===== src/rtl/scl_pacer_pkg.sv =====
`timescale 1ns/1ps
package scl_pacer_pkg;

   // Operating phase of the clock generator
   typedef enum logic [1:0] {
      PH_OFF  = 2'd0,   // disabled, line released
      PH_LOW  = 2'd1,   // pulling the line low
      PH_HIGH = 2'd2    // line released, counting high time
   } phase_e;

endpackage


===== src/rtl/scl_pacer_sync.sv =====
`timescale 1ns/1ps
module scl_pacer_sync #(
   parameter int   STAGES  = 2,
   parameter logic RST_VAL = 1'b1
) (
   input  logic clk,
   input  logic rst_n,
   input  logic d,
   output logic q
);

   generate
      if (STAGES < 2) begin : g_bad_stages
         $error("scl_pacer_sync needs at least two stages");
      end
   endgenerate

   logic [STAGES-1:0] stg_q;

   always_ff @(posedge clk or negedge rst_n) begin
      if (!rst_n) stg_q <= {STAGES{RST_VAL}};
      else        stg_q <= {stg_q[STAGES-2:0], d};
   end

   assign q = stg_q[STAGES-1];

endmodule


===== src/rtl/scl_pacer_limit.sv =====
`timescale 1ns/1ps
module scl_pacer_limit #(
   parameter int CNT_W     = 16,
   parameter int MIN_COUNT = 4
) (
   input  logic             clk,
   input  logic             rst_n,
   input  logic             load,
   input  logic [CNT_W-1:0] raw_low,
   input  logic [CNT_W-1:0] raw_high,
   output logic [CNT_W-1:0] eff_low,
   output logic [CNT_W-1:0] eff_high
);

   localparam int                NCH   = 2;
   localparam logic [CNT_W-1:0]  FLOOR = CNT_W'(MIN_COUNT);

   logic [NCH-1:0][CNT_W-1:0] raw_v;
   logic [NCH-1:0][CNT_W-1:0] held_q;

   assign raw_v[0] = raw_low;
   assign raw_v[1] = raw_high;

   // One clamp-and-capture register per phase length
   generate
      for (genvar ch = 0; ch < NCH; ch++) begin : g_chan
         logic [CNT_W-1:0] clamped;
         assign clamped = (raw_v[ch] < FLOOR) ? FLOOR : raw_v[ch];

         always_ff @(posedge clk or negedge rst_n) begin
            if (!rst_n)    held_q[ch] <= FLOOR;
            else if (load) held_q[ch] <= clamped;
         end
      end
   endgenerate

   assign eff_low  = held_q[0];
   assign eff_high = held_q[1];

endmodule


===== src/rtl/scl_pacer_phase.sv =====
`timescale 1ns/1ps
module scl_pacer_phase
   import scl_pacer_pkg::*;
#(
   parameter int CNT_W       = 16,
   parameter int SYNC_STAGES = 2
) (
   input  logic             clk,
   input  logic             rst_n,
   input  logic             enable,
   input  logic [CNT_W-1:0] low_len,
   input  logic [CNT_W-1:0] high_len,
   input  logic             line_high,
   output logic             load,
   output logic             drive_low,
   output logic             rise_stb,
   output logic             fall_stb
);

   // Cycles after release during which the synchronised line still
   // shows the old level; counting runs blind here to hide that latency.
   localparam logic [CNT_W-1:0] BLIND = CNT_W'(SYNC_STAGES);
   localparam logic [CNT_W-1:0] ONE   = CNT_W'(1);

   phase_e           phase_q;
   logic [CNT_W-1:0] cnt_q;
   logic             advance;
   logic             high_done;
   logic             low_done;
   logic             start_low;

   assign advance   = line_high || (cnt_q < BLIND);
   assign high_done = (phase_q == PH_HIGH) && advance && (cnt_q == high_len - ONE);
   assign low_done  = (phase_q == PH_LOW) && (cnt_q == low_len);
   assign start_low = enable && ((phase_q == PH_OFF) || high_done);
   assign load      = start_low;

   always_ff @(posedge clk or negedge rst_n) begin
      if (!rst_n) begin
         phase_q   <= PH_OFF;
         cnt_q     <= '0;
         drive_low <= 1'b0;
         rise_stb  <= 1'b0;
         fall_stb  <= 1'b0;
      end else begin
         rise_stb <= 1'b0;
         fall_stb <= 1'b0;
         if (!enable) begin
            phase_q   <= PH_OFF;
            cnt_q     <= '0;
            drive_low <= 1'b0;
         end else if (start_low) begin
            phase_q   <= PH_LOW;
            cnt_q     <= ONE;
            drive_low <= 1'b1;
            fall_stb  <= 1'b1;
         end else if (low_done) begin
            phase_q   <= PH_HIGH;
            cnt_q     <= '0;
            drive_low <= 1'b0;
            rise_stb  <= 1'b1;
         end else begin
            case (phase_q)
               PH_LOW:  cnt_q <= cnt_q + ONE;
               PH_HIGH: if (advance) cnt_q <= cnt_q + ONE;
               default: begin
                  phase_q   <= PH_OFF;
                  cnt_q     <= '0;
                  drive_low <= 1'b0;
               end
            endcase
         end
      end
   end

endmodule


===== src/rtl/scl_pacer.sv =====
`timescale 1ns/1ps
module scl_pacer #(
   parameter int CNT_W       = 16,
   parameter int MIN_COUNT   = 4,
   parameter int SYNC_STAGES = 2
) (
   input  logic             clk,
   input  logic             rst_n,
   input  logic             enable,
   input  logic [CNT_W-1:0] low_period,
   input  logic [CNT_W-1:0] high_period,
   input  logic             scl_in,
   output logic             scl_drive_low,
   output logic             scl_rise_stb,
   output logic             scl_fall_stb
);

   // Elaboration-time parameter checks
   generate
      if (SYNC_STAGES < 2) begin : g_chk_sync
         $error("SYNC_STAGES must be at least 2");
      end
      if (MIN_COUNT <= SYNC_STAGES) begin : g_chk_min
         $error("MIN_COUNT must exceed SYNC_STAGES");
      end
      if (CNT_W < 4 || CNT_W > 31) begin : g_chk_width
         $error("CNT_W out of supported range");
      end
   endgenerate

   logic             line_high;
   logic             load;
   logic [CNT_W-1:0] eff_low;
   logic [CNT_W-1:0] eff_high;

   scl_pacer_sync #(
      .STAGES  (SYNC_STAGES),
      .RST_VAL (1'b1)
   ) i_sync (
      .clk   (clk),
      .rst_n (rst_n),
      .d     (scl_in),
      .q     (line_high)
   );

   scl_pacer_limit #(
      .CNT_W     (CNT_W),
      .MIN_COUNT (MIN_COUNT)
   ) i_limit (
      .clk      (clk),
      .rst_n    (rst_n),
      .load     (load),
      .raw_low  (low_period),
      .raw_high (high_period),
      .eff_low  (eff_low),
      .eff_high (eff_high)
   );

   scl_pacer_phase #(
      .CNT_W       (CNT_W),
      .SYNC_STAGES (SYNC_STAGES)
   ) i_phase (
      .clk       (clk),
      .rst_n     (rst_n),
      .enable    (enable),
      .low_len   (eff_low),
      .high_len  (eff_high),
      .line_high (line_high),
      .load      (load),
      .drive_low (scl_drive_low),
      .rise_stb  (scl_rise_stb),
      .fall_stb  (scl_fall_stb)
   );

endmodule


===== config.mk =====
export PLATFORM = sky130hd
export DESIGN_NAME = scl_pacer
export DESIGN_NICKNAME = d
export VERILOG_FILES = /design/src/rtl/scl_pacer_pkg.sv /design/src/rtl/scl_pacer_sync.sv /design/src/rtl/scl_pacer_limit.sv /design/src/rtl/scl_pacer_phase.sv /design/src/rtl/scl_pacer.sv
export SDC_FILE = /design/constraint.sdc
export NUM_CORES = 1
export LEC_CHECK = 0
export BUFFER_PORTS_ARGS = -buffer_cell sky130_fd_sc_hd__buf_4
export CAP_MARGIN = 20
export CORE_ASPECT_RATIO = 1.4
export CORE_MARGIN = 3
export CORE_UTILIZATION = 58
export DETAILED_ROUTE_END_ITERATION = 8
export PLACE_DENSITY = 0.79
export SLEW_MARGIN = 20
export SYNTH_ARGS = -nofsm -noshare
export SYNTH_HDL_FRONTEND = slang
export SYNTH_HIERARCHICAL = 1
export SYNTH_SLANG_ARGS = --single-unit

===== constraint.sdc =====
create_clock -name clk -period 9.4 [get_ports clk]
set_input_delay 0.47 -clock clk [delete_from_list [all_inputs] [get_ports clk]]
set_output_delay 0.47 -clock clk [all_outputs]
set_load 0.01 [all_outputs]

==> flow_metrics.env <==
export IMPL_cp_cell_sequence="inv_1, ha_1, nor3b_1, nand2_1, xnor2_1, or4_1, nor4_2, nor2_1, nor2b_4, nor4b_4, and4_4, nor2_1"
export IMPL_grt_first_pass_wirelength_mm=13.0
export IMPL_cts_root_to_sink_buffers=2
export IMPL_hold_wc_path_type="input pin to asynchronous set/reset pin"
export IMPL_crit_path_frequent_cell="nor2_1"
export IMPL_cap_viol_max_count=0
export IMPL_post_synth_instance_area_sq_um=3290
export IMPL_design_core_area_sq_um=5310
export IMPL_postSynth_asyncResetShare_pct=100
export IMPL_rsz0062_at_grt="false"
export IMPL_globalRouteOverflowTotal=0
export IMPL_r2r_slack_ns=5.36
export IMPL_timing_setup_critical_path_class="flip-flop to flip-flop"
export IMPL_tritoncts_clock_tree="yes"
export IMPL_number_of_antenna_violations_at_the_first_check_in_global_routing=0
export IMPL_startpoint_type="flip-flop"
export IMPL_final_setup_tns_ns=0
export IMPL_routed_wl_met3_um=386
export IMPL_die_area_sq_um=6630
export IMPL_power_leakage_nw=1.51
export IMPL_setup_viol=0
export IMPL_worst_ir_drop_on_vdd_uv=110
export IMPL_critical_path_n_buffers_inverters=1
export IMPL_layout_area_overhead_vs_synth_pct=10.8
export IMPL_drc_errors=0
export IMPL_cts_hold_repair_buffers=0
export IMPL_required_ns=9.61
export IMPL_floorplan_die_height_um=95.2
export IMPL_finish_net_count=395
export IMPL_antenna_diode_instance_count=0
export IMPL_synthesis_nets=370
export IMPL_postRouteWirelength_mm=7.77
export IMPL_synth_simple_gate_area_share_pct=22.8
export IMPL_fp_row_count=31
export IMPL_wirelength_met1_mm=3.14
export IMPL_average_cell_area_after_synthesis_sq_um=10.0
export IMPL_largest_net_degree_at_the_start_of_global_routing=55
export IMPL_maxSlewViolCount=0
export IMPL_drt_first_iter_violations=190
export IMPL_max_freq_mhz=247
export IMPL_drt_pass1_iter_count=4
export IMPL_grtUsageTotal_pct=24.8
export IMPL_synthesized_netlist_cell_count=329
export IMPL_finalHoldViolCount=0
export IMPL_slowest_delay_ns=0.79
export IMPL_post_cts_setup_buffers=0
export IMPL_yosysTopAreaCellShare_pct=38.0
export IMPL_cp_startpoint="i_limit/eff_high[0]"
export IMPL_synth_sequential_area_ratio_pct=41.2
export IMPL_run_status="finished clean"
export IMPL_muxShareOfSynthArea_pct=10.4
export IMPL_place_port_buffers=38
export IMPL_critPathCaptureType="flip-flop"
export IMPL_path_max_fanout=37
export IMPL_synth_warn=6
export IMPL_total_i_o_pin_count=39
export IMPL_dpl_hpwl_mm=5.73
export IMPL_max_slew_worst_pin_slew_ns=0.979
export IMPL_start_util_pct=62.0
export IMPL_cts_made_buffers=5
export IMPL_insertion_delay_ns=0.31
export IMPL_route_top_layer_used="met4"
export IMPL_vias_in_the_first_global_route=2639
export IMPL_synth_seq_cells=54
export IMPL_fin_crit_sh_pct=43.0
export IMPL_time_the_worst_path_needs_with_i_o_delays_and_setup_ns=4.04
export IMPL_edff_count_synth=0
export IMPL_synthXorXnorAreaFrac_pct=9.84
export IMPL_clock_tree_htree_level_count=2
export IMPL_final_core_utilization_pct=68.6
export IMPL_clock_sinks=54
export IMPL_synthFlopType="dfrtp_1"
export IMPL_timing_critical_path_slowest_stage_cell="nor2b_4"
export IMPL_cp_top_family="simple AND/OR/NAND/NOR gates"
export IMPL_globalplace_congestion=0.886
export IMPL_synth_cell_types=51
export IMPL_cts_resized_gates=0
export IMPL_fin_worst_skew_ns=0.0138
export IMPL_critical_path_arrival_ns=4.26
export IMPL_synth_top_family_by_area="simple AND/OR/NAND/NOR gates"
export IMPL_met2WireLength_mm=3.96
export IMPL_synthAdderAreaFrac_pct=1.90
export IMPL_critical_path_reg2reg_startpoint="i_limit/eff_high[0]"
export IMPL_fillers=432
export IMPL_synthDominantAreaCellType="dfrtp_1"
export IMPL_die_w_um=69.7
export IMPL_synth_compound_area_share_pct=9.50
export IMPL_clk_root_buffer_cell="clkbuf_8"
export IMPL_cts_reportedPaths_clkPinSlew_ns=0.10
export IMPL_power_density_nw_per_um2=143
export IMPL_drtAntennaViolNets=0
export IMPL_ys_top_cells_by_area="dfrtp_1 38%, mux2_2 8.9%, xnor2_1 5.6%"
export IMPL_max_slew_margin_pct=34.6
export IMPL_final_layout_size_suffix_gt1_share_pct=23.9
export IMPL_detailroute_via_count=2631
export IMPL_detail_route_wl_per_cell_um=18.4
export IMPL_avgViaCountPerCell=6.25
==> through the flow <==
stage / area, sq um / setup slack [ns] / hold slack [ns] / instances / power [mW]
6_report: 3650 / 5.36 / 0.183 / 421 / 0.522
3_5_place_dp: 3560 / 5.40 / 0.347 / 413 / 0.399
4_1_cts: 3650 / 5.40 / 0.209 / 421 / 0.525
5_1_grt: 3650 / 5.03 / 0.225 / 421 / 0.548
3_3_place_gp: 3560 / 5.56 / 0.346 / 413 / 0.393
2_1_floorplan: 3290 / 6.38 / 0.174 / 329 / 0.358
==> cell type report <==
type | instances | area, sq um | share of cell area [%]
Clock inverter | 1 | 7.51 | 0.206
Tap cell | 66 | 82.6 | 2.26
Sequential cell | 54 | 1360 | 37.2
Clock buffer | 7 | 76.3 | 2.09
Multi-Input combinational cell | 245 | 1800 | 49.4
Timing Repair Buffer | 38 | 285 | 7.82
Inverter | 10 | 37.5 | 1.03
==> registers in the layout (all words and copies together), names as in the netlist <==
register	count
i_limit/eff_low	16
i_phase/cnt_q	16
i_phase/drive_low	1
i_phase/rise_stb	1
i_phase/phase_q	1
i_sync/stg_q	2
i_limit/eff_high	16
i_phase/fall_stb	1
==> layer usage <==
| metal | up-vias | global-route usage (%) |
|---|---|---|
| met3 | 29 | 3.59 |
| met5 | - | 0 |
| met4 | 0 | 11.3 |
| met2 | 91 | 43.9 |
| met1 | 1273 | 29.9 |
| li1 | 1238 | - |
==> cell usage in the layout, fill, tap and decap left out, drive strengths merged, types with 4 or more instances in the layout <==
cell type	count
a211oi	4
dfrtp	50
a21oi	11
nor3	19
mux2i	5
dfstp	4
nor4	15
nand3	9
and3	7
nor2b	4
nand4	7
nand2	20
mux2	26
o21ai	8
inv	10
clkbuf	7
ha	5
xor2	16
xnor2	21
nor2	21
buf	38
==> Yosys cell counts, types with 3 or more instances <==
library cell / n
mux2i_1: 5
a21boi_0: 3
xor2_1: 16
nor4_1: 13
inv_1: 10
or3_1: 3
dfstp_2: 4
nand2_1: 20
nor2_1: 21
nand2b_1: 3
nor3_1: 19
buf_4: 4
clkbuf_1: 14
ha_1: 5
mux2_2: 26
a211oi_1: 4
nor2b_1: 4
xnor2_1: 21
a21oi_1: 11
dfrtp_1: 50
and3_1: 7
nand3_1: 9
o21ai_0: 8
nand4_1: 7
o211a_1: 3
==> worst paths after layout <==
kind | to | depth (start not counted)
min in group clk | i_sync/stg_q[0] | 1
worst min-delay path | i_limit/eff_low[13] | 1
max in group asynchronous | i_phase/cnt_q[10] | 1
worst max register to register | i_limit/eff_high[0] | 12
worst min register to register | i_sync/stg_q[1] | 0
worst max-delay path | i_limit/eff_high[0] | 12
==> logic make-up (layout without fill, tap and decap cells) <==
kind of cell,Yosys count,after routing
buffers and inverters,30,56
AOI/OAI and AO/OA,44,44
DFF,54,54
adders and majority gates,5,5
muxes,31,31
xor gates and xnor gates,37,37
and+or+nand+nor,128,128
==> worst register-to-register path: stages, from the launching register on <==
cell,delay [ns]
dfrtp_1,0.45
inv_1,0.08
ha_1,0.19
nor3b_1,0.51
nand2_1,0.14
xnor2_1,0.15
or4_1,0.48
nor4_2,0.32
nor2_1,0.17
nor2b_4,0.79
nor4b_4,0.37
and4_4,0.26
nor2_1,0.05
==> power by group <==
part	leakage, nW	switching (mW)	total [mW]	internal (mW)
clock	0.0385	0.0741	0.127	0.0529
combinational	0.805	0.0512	0.108	0.0565
sequential	0.668	0.0303	0.287	0.257
Power figures use the tool's default switching activity.
